[config.mk]
export PLATFORM = sky130hd
export DESIGN_NAME = kbd_scan_evt
export DESIGN_NICKNAME = d
export VERILOG_FILES = /design/src/rtl/kbd_evt_pkg.sv /design/src/rtl/kbd_seq_fsm.sv /design/src/rtl/kbd_evt_hold.sv /design/src/rtl/kbd_scan_evt.sv
export SDC_FILE = /design/constraint.sdc
export NUM_CORES = 1
export LEC_CHECK = 0
export ABC_AREA = 1
export CAP_MARGIN = 20
export CORE_MARGIN = 10
export CORE_UTILIZATION = 43
export DETAILED_ROUTE_END_ITERATION = 7
export GPL_TIMING_DRIVEN = 0
export PLACE_DENSITY_LB_ADDON = 0.2
export SYNTH_ARGS = -nofsm -noshare
export SYNTH_HDL_FRONTEND = slang
export SYNTH_HIERARCHICAL = 1
export SYNTH_SLANG_ARGS = --single-unit
[constraint.sdc]
create_clock -name clk -period 1.4 [get_ports clk]
set_clock_uncertainty 0.05 [all_clocks]
set_input_delay 0.21 -clock clk [delete_from_list [all_inputs] [get_ports clk]]
set_output_delay 0.21 -clock clk [all_outputs]
set_load 0.01 [all_outputs]
[src/rtl/kbd_evt_pkg.sv]
package kbd_evt_pkg;
  typedef enum logic [1:0] {
    SEQ_IDLE = 2'd0,
    SEQ_EXT  = 2'd1,
    SEQ_REL  = 2'd2
  } seq_state_e;
endpackage

[src/rtl/kbd_seq_fsm.sv]
module kbd_seq_fsm #(
  parameter int               BYTE_W   = 8,
  parameter logic [BYTE_W-1:0] EXT_CODE = 8'hE0,
  parameter logic [BYTE_W-1:0] REL_CODE = 8'hF0,
  localparam int              CODE_W   = 2 * BYTE_W
) (
  input  logic              clk,
  input  logic              rst,
  input  logic              take,
  input  logic [BYTE_W-1:0] byte_i,
  output logic              done,
  output logic [CODE_W-1:0] done_code,
  output logic              done_rel
);
  import kbd_evt_pkg::*;

  seq_state_e        state_q, state_d;
  logic [BYTE_W-1:0] hi_q, hi_d;
  logic              is_ext, is_rel;

  assign is_ext = (byte_i == EXT_CODE);
  assign is_rel = (byte_i == REL_CODE);

  always_comb begin
    state_d   = state_q;
    hi_d      = hi_q;
    done      = 1'b0;
    done_rel  = 1'b0;
    done_code = {hi_q, byte_i};
    if (take) begin
      unique case (state_q)
        SEQ_IDLE: begin
          if (is_ext) begin
            state_d = SEQ_EXT;
            hi_d    = byte_i;
          end else if (is_rel) begin
            state_d = SEQ_REL;
            hi_d    = '0;
          end else begin
            done      = 1'b1;
            done_code = {{BYTE_W{1'b0}}, byte_i};
          end
        end
        SEQ_EXT: begin
          if (is_rel) begin
            state_d = SEQ_REL;
          end else begin
            done    = 1'b1;
            state_d = SEQ_IDLE;
          end
        end
        SEQ_REL: begin
          done     = 1'b1;
          done_rel = 1'b1;
          state_d  = SEQ_IDLE;
        end
        default: state_d = SEQ_IDLE;
      endcase
    end
  end

  always_ff @(posedge clk) begin
    if (rst) begin
      state_q <= SEQ_IDLE;
      hi_q    <= '0;
    end else begin
      state_q <= state_d;
      hi_q    <= hi_d;
    end
  end
endmodule

[src/rtl/kbd_evt_hold.sv]
module kbd_evt_hold #(
  parameter int CODE_W = 16
) (
  input  logic              clk,
  input  logic              rst,
  input  logic              load,
  input  logic [CODE_W-1:0] load_code,
  input  logic              load_rel,
  input  logic              out_ready,
  output logic              out_valid,
  output logic [CODE_W-1:0] out_code,
  output logic              out_release,
  output logic              can_load
);
  assign can_load = !out_valid || out_ready;

  always_ff @(posedge clk) begin
    if (rst) begin
      out_valid   <= 1'b0;
      out_code    <= '0;
      out_release <= 1'b0;
    end else if (load) begin
      out_valid   <= 1'b1;
      out_code    <= load_code;
      out_release <= load_rel;
    end else if (out_ready) begin
      out_valid   <= 1'b0;
    end
  end
endmodule

[src/rtl/kbd_scan_evt.sv]
module kbd_scan_evt #(
  parameter int               BYTE_W   = 8,
  parameter logic [BYTE_W-1:0] EXT_CODE = 8'hE0,
  parameter logic [BYTE_W-1:0] REL_CODE = 8'hF0,
  localparam int              CODE_W   = 2 * BYTE_W
) (
  input  logic              clk,
  input  logic              rst,
  input  logic              in_valid,
  output logic              in_ready,
  input  logic [BYTE_W-1:0] in_byte,
  output logic              out_valid,
  input  logic              out_ready,
  output logic [CODE_W-1:0] out_code,
  output logic              out_release
);
  logic              take, done, done_rel;
  logic [CODE_W-1:0] done_code;

  assign take = in_valid && in_ready;

  kbd_seq_fsm #(
    .BYTE_W(BYTE_W), .EXT_CODE(EXT_CODE), .REL_CODE(REL_CODE)
  ) seq_i (
    .clk(clk), .rst(rst), .take(take), .byte_i(in_byte),
    .done(done), .done_code(done_code), .done_rel(done_rel)
  );

  kbd_evt_hold #(.CODE_W(CODE_W)) hold_i (
    .clk(clk), .rst(rst), .load(done), .load_code(done_code),
    .load_rel(done_rel), .out_ready(out_ready), .out_valid(out_valid),
    .out_code(out_code), .out_release(out_release), .can_load(in_ready)
  );
endmodule

# Word level (Yosys, flattened, before mapping)
# Index checks and enable logic that the tools add are counted.
[word_totals]
register_bits = 28
word_cells = 36
input_bits = 12
output_inout_bits = 19
[classes]
eq_ne = 5
n_reduce_logical = 8
mux = 18
[op_table]
columns = ["operator", "n"]
rows = [
  ["$mux 16", 4],
  ["$eq 8x8->1 const B", 2],
  ["$mux 8", 2],
  ["$mux 1", 7],
  ["$mux 2", 3],
  ["$pmux 2 s2", 1],
  ["$reduce_bool 2->1", 2],
  ["$ne 3x1->1 const B", 1],
  ["$pmux 1 s3", 1],
  ["$reduce_and 3->1", 1],
  ["$eq 2x1->1 const B", 1],
  ["$eq 2x2->1 const B", 1],
  ["$logic_not 2->1", 1],
  ["$reduce_and 2->1", 1],
  ["$logic_and 1x1->1", 1],
  ["$logic_not 1->1", 1],
  ["$logic_or 1x1->1", 1],
]

# Depth between registers and ports, before layout
# Gate-level depths: netlist of run 1.
[depth]
word_depth = 6
depth_mapped = 11
mapped_depth_nobuf = 9

# By module
# The synthesis of run 1 kept the hierarchy.
[modules_own_cells]
columns = ["mod", "seq_area_each_um2", "area_per_inst_um2", "instances", "cells_each"]
rows = [
  ["kbd_evt_hold", 360.3, 658.1, 1, 78],
  ["kbd_seq_fsm", 200.2, 586.8, 1, 85],
  ["kbd_scan_evt", 0.0, 7.5, 1, 2],
]

# Worst setup path before layout of run 1
# Ideal clock, no wire load.
[synth_timing]
kind = "reg2reg"
start = "reg hold_i.out_valid"
end = "reg hold_i.out_code[10]"
t_arrival_ns = 1.412
stages_incl_launch_ff = 10
path_buffers = 2
required_time_ns = 1.234
period_less_slack_ns = 1.578
path_slack_ns = -0.178
setup_time_ns = 0.116
path_cell_list = "dfxtp_1 > nand2_1 > nand2_1 > inv_1 > inv_1 > o22ai_1 > buf_6 > buf_8 > o21ai_0 > nor2_1"
[synth_between]
elab_chain_cells = 4
word_cells_on_any_way = 5
cone_classes = "mux (2); reduce/logical (3)"
[synth_lines]
columns = ["element", "line", "text"]
rows = [
  ["start: declaration", "kbd_evt_hold.sv:10", "output logic out_valid,"],
  ["start signal: assignment", "kbd_evt_hold.sv:19", "out_valid <= 1'b0;"],
  ["start signal: assignment", "kbd_evt_hold.sv:23", "out_valid <= 1'b1;"],
  ["start signal: assignment", "kbd_evt_hold.sv:27", "out_valid <= 1'b0;"],
  ["$logic_not 1->1", "kbd_evt_hold.sv:15", "assign can_load = !out_valid || out_ready;"],
  ["$logic_or 1x1->1", "kbd_evt_hold.sv:15", ""],
  ["net in_ready", "kbd_scan_evt.sv:10", "output logic in_ready,"],
  ["$logic_and 1x1->1", "kbd_scan_evt.sv:20", "assign take = in_valid && in_ready;"],
  ["net take", "kbd_scan_evt.sv:17", "logic take, done, done_rel;"],
  ["$mux 1", "kbd_seq_fsm.sv:30", "if (take) begin"],
  ["net done", "kbd_scan_evt.sv:17", ""],
  ["end signal: assignment", "kbd_evt_hold.sv:24", "out_code <= load_code;"],
  ["end: declaration", "kbd_evt_hold.sv:11", "output logic [CODE_W-1:0] out_code,"],
]
# The timed path passes the listed nets, and every way through them passes these cells.
# A chain may end at the register's enable or synchronous reset.

# Worst setup path in the final report of run 1
[layout_timing]
start = "reg hold_i.out_valid"
end = "reg hold_i.out_code[1]"
[layout_between]
elab_chain_cells = 4
word_cells_on_any_way = 5
cone_classes = "mux (2); reduce/logical (3)"
[layout_lines]
columns = ["element", "line"]
rows = [
  ["$logic_not 1->1", "kbd_evt_hold.sv:15"],
  ["$logic_or 1x1->1", "kbd_evt_hold.sv:15"],
  ["$logic_and 1x1->1", "kbd_scan_evt.sv:20"],
  ["net take", "kbd_scan_evt.sv:17"],
  ["$mux 1", "kbd_seq_fsm.sv:30"],
  ["net done", "kbd_scan_evt.sv:17"],
]
# The timed path passes the listed nets, and every way through them passes these cells.

==> impl_metrics.py, run 1 <==
metrics = {
    "cts": {
        "clock_path_buffers": 2,
        "root_buffer": "clkbuf_4",
        "clk_latency_ps": 340,
        "cts_tree": "done",
        "ctsHoldBuffers": 0,
        "clock-sinks": 28,
        "clkTransAtPathRegs_ps": 150,
        "h-tree-depth": 1,
        "cts_inserted_buffers": 3,
    },
    "setup_path": {
        "cp_max_fo": 6,
        "max_stage_delay_ps": 370,
        "arrival_ps": 1600,
        "slowest_stage": "dfxtp_2",
        "worst-setup-path-type": "reg -> reg",
        "crit_required_ps": 1600,
        "crit_path_start_kind": "flip-flop",
        "path_cells": "nand2_4 > nand2_4 > inv_4 > inv_4 > o22ai_4 > buf_6 > inv_8 > buf_8 > nor2_1 > nor2_1",
        "r2r_setup_slack_ps": 3,
        "endpoint_kind": "flip-flop",
    },
    "placed_design": {
        "place_hpwl_um": 2170,
        "post_dp_cell_area_um2": 1610,
        "gp_congestion": 0.772,
        "io_buffers": 30,
        "numPlacedInstances": 226,
        "post-place-ws_ps": -647,
    },
    "layout": {
        "layout-drive-gt1-share": 0.413,
        "fin_cells": 244,
        "area_delta_synth_final_pct": 54.5,
        "final_nets": 226,
        "antennaDiodeCount": 0,
        "post-route-util": 0.696,
        "stdcell_area_um2": 1940,
    },
    "yosys": {
        "syn-num-nets": 177,
        "yosysUniqueCellTypes": 23,
        "syn_area_per_cell_um2": 7.59,
        "synth_area_um2": 1250,
        "yosysTopAreaCell": "dfxtp_1",
        "synth_edf_count": 0,
        "synth_top_area_share": 0.448,
        "ys_top_cells_by_count": "48 x nor2_1, 28 x dfxtp_1, 20 x nand2_1",
        "synth_seq_cells": 28,
        "ys_top_cells_by_area": "dfxtp_1 45%, nor2_1 14%, nand2_1 6.0%",
        "synth_most_common_cell": "nor2_1",
        "seq_area_frac_synth": 0.448,
        "synth_ff_type": "dfxtp_1",
        "synth_cells": 165,
        "yosysWarnings": 6,
        "synthArstFlopShare": 0,
    },
    "global_routing": {
        "grt_pass1_wl_um": 5580,
        "track_usage": 0.129,
        "met1_usage": 0.133,
        "grt_overflow": 0,
        "grt_max_degree": 17,
        "busiest_layer": "met2",
        "grt_pass1_vias": 1207,
        "antenna_found_initial": 0,
        "grt.met2_usage": 0.238,
        "grt_util_met3": 0.0372,
    },
    "drt": {
        "first_pass_iters": 4,
        "drc_errors": 0,
        "ant_nets": 0,
        "via_per_inst": 4.80,
        "drtIter0Drc": 32,
        "num_vias": 1171,
        "wirelength_um": 3460,
        "avgRoutedWirePerCell_um": 14.2,
    },
    "floorplan": {
        "die_w_um": 74.0,
        "core_area_um2": 2780,
        "initial_utilization": 0.450,
        "rows": 19,
        "die_h_um": 74.0,
        "io-pin-count": 31,
        "die_area_um2": 5470,
    },
    "flow_run": {
        "cap_violations": 0,
    },
    "timing": {
        "hold_violations": 0,
        "rsz0062_at_grt": "true",
        "setup_violations": 0,
        "timing.hold.ws_ps": 287,
        "min_period_over_period": 0.998,
        "relSlewSlack": 0.696,
        "worst_pin_slew_ps": 455,
        "final_max_slew_viol_count": 0,
        "finalWorstSetupSlack_ps": 2.98,
        "tns_ps": 0,
        "fin_crit_ps": 1400,
        "max_freq_mhz": 716,
    },
    "power": {
        "p_per_area_nw_per_um2": 991,
        "power.total_mw": 1.92,
        "cellLeakagePower_nw": 0.880,
        "vdd_ir_drop_max_v": 0.000913,
    },
    "outcome": {
        "outcome": "complete, no violations",
    },
    "hold_path": {
        "hold_class": "in -> reg",
    },
}
==> power by group <==
part	total (mW)	internal [mW]	switching [mW]
combinational	0.497	0.241	0.256
clock	0.540	0.290	0.249
sequential	0.880	0.850	0.0306
total	1.92	1.38	0.536
==> routing by layer <==
metal	vias up	part of all wire	routed length, um
met1	552	0.38	1330
met4	0	0.013	46
met2	21	0.54	1870
li1	594	-	-
met3	4	0.063	219
met5	-	0	0
==> timing repair <==
item	4_1_cts	5_1_grt
buffers inserted	11	1
gates cloned	2	0
endpoints found under the setup margin	37	28
pin swaps	9	11
gates resized for setup	55	44
==> path summary, 6_finish.rpt <==
| path | end | cells after the start | startpoint |
|---|---|---|---|
| worst max-delay path | hold_i/out_code[1] | 10 | hold_i/out_valid |
| worst max register to register | hold_i/out_code[1] | 10 | hold_i/out_valid |
| worst min-delay path | hold_i/out_code[3] | 4 | in_byte[3] |
| worst min register to register | seq_i/hi_q[0] | 2 | seq_i/hi_q[0] |
==> cell families (layout without fill, tap and decap cells) <==
family	after synthesis	count (layout)	share of synthesized area
AOI/OAI and AO/OA	26	26	0.108
DFF	28	28	0.448
and+or+nand+nor	78	78	0.287
buffers and inverters	33	81	0.158
==> cell type report <==
type / count / area, um2
Fill cell: 215 / 846
Multi-Input combinational cell: 104 / 679
Sequential cell: 28 / 563
Timing Repair Buffer: 44 / 399
Buffer: 13 / 115
Inverter: 20 / 87.6
Tap cell: 31 / 38.8
Clock inverter: 1 / 30.0
Clock buffer: 3 / 22.5
==> cells in the final DEF, fill, tap and decap left out, types with 8 or more instances in the layout <==
cell	instances
buf_4	17
dfxtp_1	26
dlygate4sd2_1	27
inv_1	15
nand2_1	9
nand2_2	11
nor2_1	30
nor2_2	12
nor2_4	10
o21ai_1	8
==> sequential cells by signal, summed over array words and instances, names as in the netlist <==
signal	flops
seq_i/hi_q	8
hold_i/out_valid	1
hold_i/out_release	1
hold_i/out_code	16
seq_i/state_q	2
==> worst max-delay path: cells and delay by family, from the launching register on <==
| kind | cells | cell delay (ps) |
|---|---|---|
| simple gates | 4 | 270 |
| flops | 1 | 370 |
| buf+inv | 5 | 460 |
| compound gates | 1 | 170 |
Power figures use the tool's default switching activity.
==> run 2, diff against run 1 <==
--- a/config.mk
+++ b/config.mk
@@ -7,7 +7,6 @@
 export LEC_CHECK = 0
 export ABC_AREA = 1
 export CAP_MARGIN = 20
-export CORE_MARGIN = 10
 export CORE_UTILIZATION = 43
 export DETAILED_ROUTE_END_ITERATION = 7
 export GPL_TIMING_DRIVEN = 0
==> run 2 against run 1 <==
  * The run now ends with setup timing left
  * Via count is 0.60% higher
  * Cell count stayed put
  * Sequential share of layout area is 0.37 points higher
  * Wire length is 9.8% lower
  * Critical endpoint is now hold_i/out_code[8]
  * Power is 1.0% lower
  * Critical path depth is 2 lower
  * Design area is 0.58% lower
  * Hold slack worse by 150 ps
  * Global-route usage is 8.5 points higher
  * Sequential power hardly changed
  * Highest routed layer unchanged
  * Non-clock buffer count stayed put
==> impl_metrics.py, run 2 (synthesis results as in run 1) <==
metrics = {
    "outcome": {
        "outcome": "finished with violations",
        "violations": "setup timing",
    },
    "timing": {
        "setup_violations": 2,
        "relSlewSlack": 0.725,
        "fin_crit_ps": 1410,
        "max_freq_mhz": 712,
        "min_period_over_period": 1.00,
        "rsz0062_at_grt": "true",
        "final_max_slew_viol_count": 0,
        "finalWorstSetupSlack_ps": -5.10,
        "worst_pin_slew_ps": 412,
        "hold_violations": 0,
    },
    "drt": {
        "num_vias": 1178,
        "first_pass_iters": 4,
        "ant_nets": 0,
        "avgRoutedWirePerCell_um": 12.8,
        "wirelength_um": 3130,
        "via_per_inst": 4.83,
        "drtIter0Drc": 32,
        "drc_errors": 0,
    },
    "floorplan": {
        "initial_utilization": 0.454,
        "die_area_um2": 3130,
        "rows": 19,
        "io-pin-count": 31,
        "die_h_um": 56.0,
        "die_w_um": 56.0,
        "core_area_um2": 2760,
    },
    "power": {
        "cellLeakagePower_nw": 0.883,
        "vdd_ir_drop_max_v": 0.000888,
        "p_per_area_nw_per_um2": 986,
    },
    "global_routing": {
        "grt_max_degree": 19,
        "antenna_found_initial": 0,
        "track_usage": 0.214,
        "grt_overflow": 0,
        "grt_pass1_vias": 1222,
        "grt_pass1_wl_um": 5290,
    },
    "hold_path": {
        "worstHoldPathCells": 4,
        "min_from": "in_byte[1]",
        "hold_class": "in -> reg",
        "min_to": "hold_i/out_code[1]",
    },
    "flow_run": {
        "cap_violations": 0,
    },
    "cts": {
        "clkTransAtPathRegs_ps": 150,
        "clk_latency_ps": 350,
        "clock_path_buffers": 2,
        "root_buffer": "clkbuf_4",
        "clock-sinks": 28,
        "cts_tree": "done",
        "cts_inserted_buffers": 3,
        "ctsHoldBuffers": 0,
        "h-tree-depth": 1,
    },
    "layout": {
        "post-route-util": 0.698,
        "final_nets": 226,
        "nFillCells": 218,
        "mostFrequentLayoutCells": "33 x nor2_1, 23 x dfxtp_1, 23 x dlygate4sd2_1",
        "antennaDiodeCount": 0,
        "area_delta_synth_final_pct": 53.6,
        "multi_input_area_um2": 666,
        "layout_commonest_cell": "nor2_1",
        "reg_top3": "hold_i/out_code (16), seq_i/hi_q (8), seq_i/state_q (2)",
        "ff_latch_area_um2": 567,
        "largest_reg_flops": 16,
        "regMostFlops": "hold_i/out_code",
        "stdcell_area_um2": 1920,
        "layout-drive-gt1-share": 0.432,
    },
    "setup_path": {
        "rr_worst_depth": 8,
        "reg2reg_to": "hold_i/out_code[8]",
        "worst-setup-path-type": "reg -> reg",
        "endpoint_kind": "flip-flop",
        "r2r-start": "seq_i/state_q[0]",
        "arrival_ps": 1610,
        "crit_required_ps": 1610,
        "crit_path_start_kind": "flip-flop",
        "r2r_setup_slack_ps": -5,
        "cp_max_fo": 18,
    },
    "placed_design": {
        "io_buffers": 30,
        "post-place-ws_ps": -643,
        "place_hpwl_um": 1890,
        "post_dp_cell_area_um2": 1610,
        "gp_congestion": 0.915,
    },
}
==> run 2: changes by cell type in the layout (fill, tap and decap cells not counted), moves of 4 or more <==
cell           delta
o21ai_2           +4
nand2_2           -5
dlygate4sd2_1     -4
o21ai_1           -6
==> run 2: layout make-up <==
cell class	count	area share
Buffer	11	0.0416
Clock buffer	3	0.0117
Clock inverter	1	0.0156
Inverter	20	0.0507
Multi-Input combinational cell	104	0.346
Sequential cell	28	0.295
Tap cell	31	0.0202
Timing Repair Buffer	46	0.220
==> run 2: worst max-delay path by stage <==
| stage | startpoint | end | slack [ps] | depth (start not counted) |
|---|---|---|---|---|
| after global placement | in_byte[6] | hold_i/out_code[5] | -600 | 10 |
| after CTS | hold_i/out_valid | hold_i/out_code[8] | -20 | 10 |
| after floorplan | in_byte[1] | hold_i/out_code[10] | -3 | 10 |
| after detailed placement | in_byte[6] | hold_i/out_code[5] | -640 | 10 |
| after global routing | hold_i/out_valid | hold_i/out_code[11] | -80 | 9 |
| final | seq_i/state_q[0] | hold_i/out_code[8] | -5 | 8 |
==> run 2: worst max-delay path: stages (launching register included) <==
cell     delay, ps
dfxtp_2        380
inv_1           90
nand2_1        110
o22ai_4        210
buf_6          160
buf_12         120
inv_12          60
nor2_4         100
nor2_1          40
==> run 2: timing repair <==
action | CTS | global route
gates resized for setup | 81 | 25
endpoints found under the setup margin | 37 | 18
setup buffers | 13 | 2
cloned | 2 | 0
pin swaps | 17 | 14
==> run 2: per-layer routing <==
| metal | wire length, um | vias to the layer above | share of wire | GRT usage |
|---|---|---|---|---|
| li1 | - | 594 | - | - |
| met1 | 1290 | 559 | 0.41 | 0.250 |
| met2 | 1650 | 19 | 0.53 | 0.388 |
| met3 | 113 | 6 | 0.036 | 0.0349 |
| met4 | 73 | 0 | 0.023 | 0.0836 |
| met5 | 0 | - | 0 | 0 |
==> run 2: power by group <==
| group | internal [mW] | total (mW) | switching (mW) |
|---|---|---|---|
| clock network | 0.290 | 0.540 | 0.250 |
| registers | 0.851 | 0.882 | 0.0302 |
| logic | 0.229 | 0.476 | 0.247 |
| total | 1.37 | 1.90 | 0.527 |
==> run 2: per-stage QoR <==
stage / instances / total power [mW] / TNS, ps / hold WS [ps]
CTS: 244 / 1.88 / -97.4 / 157
global route: 244 / 1.99 / -938 / 166
global placement: 226 / 1.27 / -11310 / 377
detailed placement: 226 / 1.28 / -12290 / 379
floorplan: 165 / 1.11 / -22.3 / 215
finish: 244 / 1.90 / -8.55 / 138
==> run 3, diff against run 2 <==
--- a/config.mk
+++ b/config.mk
@@ -5,9 +5,10 @@
 export SDC_FILE = /design/constraint.sdc
 export NUM_CORES = 1
 export LEC_CHECK = 0
-export ABC_AREA = 1
+export ABC_AREA = 0
 export CAP_MARGIN = 20
-export CORE_UTILIZATION = 43
+export CORE_MARGIN = 2
+export CORE_UTILIZATION = 45
 export DETAILED_ROUTE_END_ITERATION = 7
 export GPL_TIMING_DRIVEN = 0
 export PLACE_DENSITY_LB_ADDON = 0.2
==> constraint.sdc (replaced) <==
create_clock -name clk -period 1.5 [get_ports clk]
set_clock_uncertainty 0.05 [all_clocks]
set_input_delay 0.225 -clock clk [delete_from_list [all_inputs] [get_ports clk]]
set_output_delay 0.225 -clock clk [all_outputs]
set_load 0.01 [all_outputs]
==> run 3 against run 2 <==
  * The flow still finishes with violations (setup timing)
  * Design area down 7.2%
  * Register-to-register slack about the same
  * Critical path depth is 1 higher
  * Synthesized area down 5.5%
  * Sequential power decreased by 13%
  * Clock power shrank 35%
  * Synthesized cell count decreased by 31%
  * Clock-buffer cell count grew 1
  * Non-clock buffer count grew 1
  * Critical path type is now in -> reg
  * Largest cell class is now buffers
==> impl_metrics.py, run 3 <==
metrics = {
    "outcome": {
        "outcome": "finished with violations",
        "violations": "setup timing",
    },
    "floorplan": {
        "core_area_um2": 2480,
        "io-pin-count": 31,
        "die_area_um2": 3060,
        "rows": 18,
        "initial_utilization": 0.478,
        "die_h_um": 55.3,
        "die_w_um": 55.3,
    },
    "setup_path": {
        "worst-path-stages": 9,
        "crit_end": "hold_i/out_valid",
        "crit_required_ps": 1660,
        "cp_num_buf_inv": 5,
        "max_stage_delay_ps": 350,
        "r2r-start": "hold_i/out_valid",
        "rr_worst_depth": 7,
        "path_cells": "dlygate4sd2_1 > nor3b_4 > nand2_2 > o311a_1 > buf_6 > buf_16 > buf_4 > inv_1 > a21oi_1",
        "crit_path_start_kind": "input pin",
        "slowest_stage": "o311a_1",
        "endpoint_kind": "flip-flop",
        "reg2reg_to": "hold_i/out_code[15]",
        "crit_start": "in_byte[1]",
        "cp_max_fo": 7,
        "r2r_setup_slack_ps": -10,
        "crit_family": "buffers and inverters",
        "arrival_ps": 1680,
        "worst-setup-path-type": "in -> reg",
    },
    "cts": {
        "clock_path_buffers": 2,
        "clkTransAtPathRegs_ps": 140,
        "clock-sinks": 28,
        "cts_tree": "done",
        "clk_latency_ps": 310,
        "h-tree-depth": 1,
        "cts_inserted_buffers": 3,
        "root_buffer": "clkbuf_4",
        "ctsHoldBuffers": 0,
    },
    "layout": {
        "area_delta_synth_final_pct": 50.8,
        "regMostFlops": "hold_i/out_code",
        "largest_reg_flops": 16,
        "post-route-util": 0.721,
        "reg_top3": "hold_i/out_code (16), seq_i/hi_q (8), seq_i/state_q (2)",
        "layout_commonest_cell": "dfxtp_1",
        "layout-drive-gt1-share": 0.280,
        "final_nets": 177,
        "antennaDiodeCount": 0,
        "mostFrequentLayoutCells": "26 x dfxtp_1, 20 x nor2_1, 19 x buf_4",
    },
    "timing": {
        "min_period_over_period": 1.01,
        "rsz0062_at_grt": "true",
        "finalWorstSetupSlack_ps": -17.1,
        "tns_ps": -28.0,
        "max_freq_mhz": 659,
        "worst_pin_slew_ps": 277,
        "hold_violations": 0,
        "setup_violations": 3,
        "relSlewSlack": 0.815,
        "fin_crit_ps": 1520,
        "final_max_slew_viol_count": 0,
    },
    "yosys": {
        "synthArstFlopShare": 0,
        "syn_area_per_cell_um2": 10.4,
        "synth_edf_count": 0,
        "synth_top_area_share": 0.474,
        "seq_area_frac_synth": 0.474,
        "synth_ff_type": "dfxtp_1",
        "ys_top_cells_by_area": "dfxtp_1 47%, mux2i_1 14%, nor2_1 6.3%",
        "ys_top_cells_by_count": "28 x dfxtp_1, 20 x nor2_1, 17 x mux2i_1",
        "yosysWarnings": 6,
        "synth_area_um2": 1180,
        "yosysTopAreaCell": "dfxtp_1",
        "yosysUniqueCellTypes": 25,
        "synth_cells": 114,
        "syn-num-nets": 126,
        "synth_most_common_cell": "dfxtp_1",
        "synth_seq_cells": 28,
    },
    "global_routing": {
        "grt_max_degree": 16,
        "grt_overflow": 0,
        "antenna_found_initial": 0,
        "grt_pass1_wl_um": 4270,
        "grt_pass1_vias": 905,
        "track_usage": 0.171,
    },
    "power": {
        "cellLeakagePower_nw": 0.973,
        "power.total_mw": 1.37,
        "vdd_ir_drop_max_v": 0.000510,
        "p_per_area_nw_per_um2": 767,
    },
    "drt": {
        "via_per_inst": 4.85,
        "drc_errors": 0,
        "avgRoutedWirePerCell_um": 12.9,
        "wirelength_um": 2500,
        "first_pass_iters": 4,
        "ant_nets": 0,
        "num_vias": 940,
        "drtIter0Drc": 7,
    },
    "hold_path": {
        "worstHoldPathCells": 4,
        "hold_class": "in -> reg",
    },
    "placed_design": {
        "io_buffers": 30,
        "place_hpwl_um": 1620,
        "gp_congestion": 0.696,
    },
    "flow_run": {
        "cap_violations": 0,
    },
}
[run 3: worst register-to-register path: stages, from the launching register on]
cell,delay [ps]
dfxtp_2,360
nand2b_4,60
and2_4,160
nor3b_4,190
a21boi_4,310
nor2b_1,80
mux2i_1,150
nor2_1,70
[run 3: through the flow]
step,worst slack [ps],std cells,instance area (um2),hold WS (ps)
final,-17.1,194,1790,311
after global routing,-106,194,1790,315
after CTS,-17.0,190,1680,316
after detailed placement,-676,174,1540,388
after global placement,-618,174,1540,385
after floorplan,-59.1,114,1200,244
[run 3: final cells by class]
cell class,count,area (um2)
flip-flops and latches,28,566
well taps,30,37.5
multi-input cells,73,559
plain buffers,12,101
inverters,1,3.75
clock buffers,4,36.3
repair buffers,46,482
fillers,185,692
[run 3: power by group]
group / internal, mW / switching [mW]
logic: 0.151 / 0.0987
clock network: 0.148 / 0.204
registers: 0.759 / 0.00868
[run 3: how the worst min path moves through the flow]
stage	slack (ps)	from	endpoint
after floorplan	240	rst	seq_i/state_q[1]
after global placement	380	seq_i/hi_q[2]	seq_i/hi_q[2]
after detailed placement	390	seq_i/hi_q[3]	seq_i/hi_q[3]
after CTS	320	in_byte[5]	hold_i/out_code[5]
after global routing	310	in_byte[2]	hold_i/out_code[2]
final	310	in_byte[3]	hold_i/out_code[3]
[run 3: what timing repair did]
item / 4_1_cts / 5_1_grt
cloned: 1 / 0
pin swaps: 6 / 9
buffers inserted: 11 / 4
endpoints found under the hold margin: 0 / 0
gates resized for setup: 21 / 19
setup endpoints to repair: 26 / 36
[run 3: metal layers]
layer / vias up / GRT usage / wire length (um)
met5: - / 0 / 0
met4: 0 / 0.0697 / 31
met3: 4 / 0.0328 / 100
met2: 19 / 0.284 / 1210
met1: 439 / 0.216 / 1160
li1: 478 / - / -
[run 3: logic make-up (layout without fill, tap and decap cells)]
family	after synthesis	in the layout	share of synthesized area
DFF	28	28	0.474
and+or+nand+nor	46	46	0.222
AOI/OAI and AO/OA	10	10	0.0719
muxes	17	17	0.144
buffers and inverters	13	63	0.0888
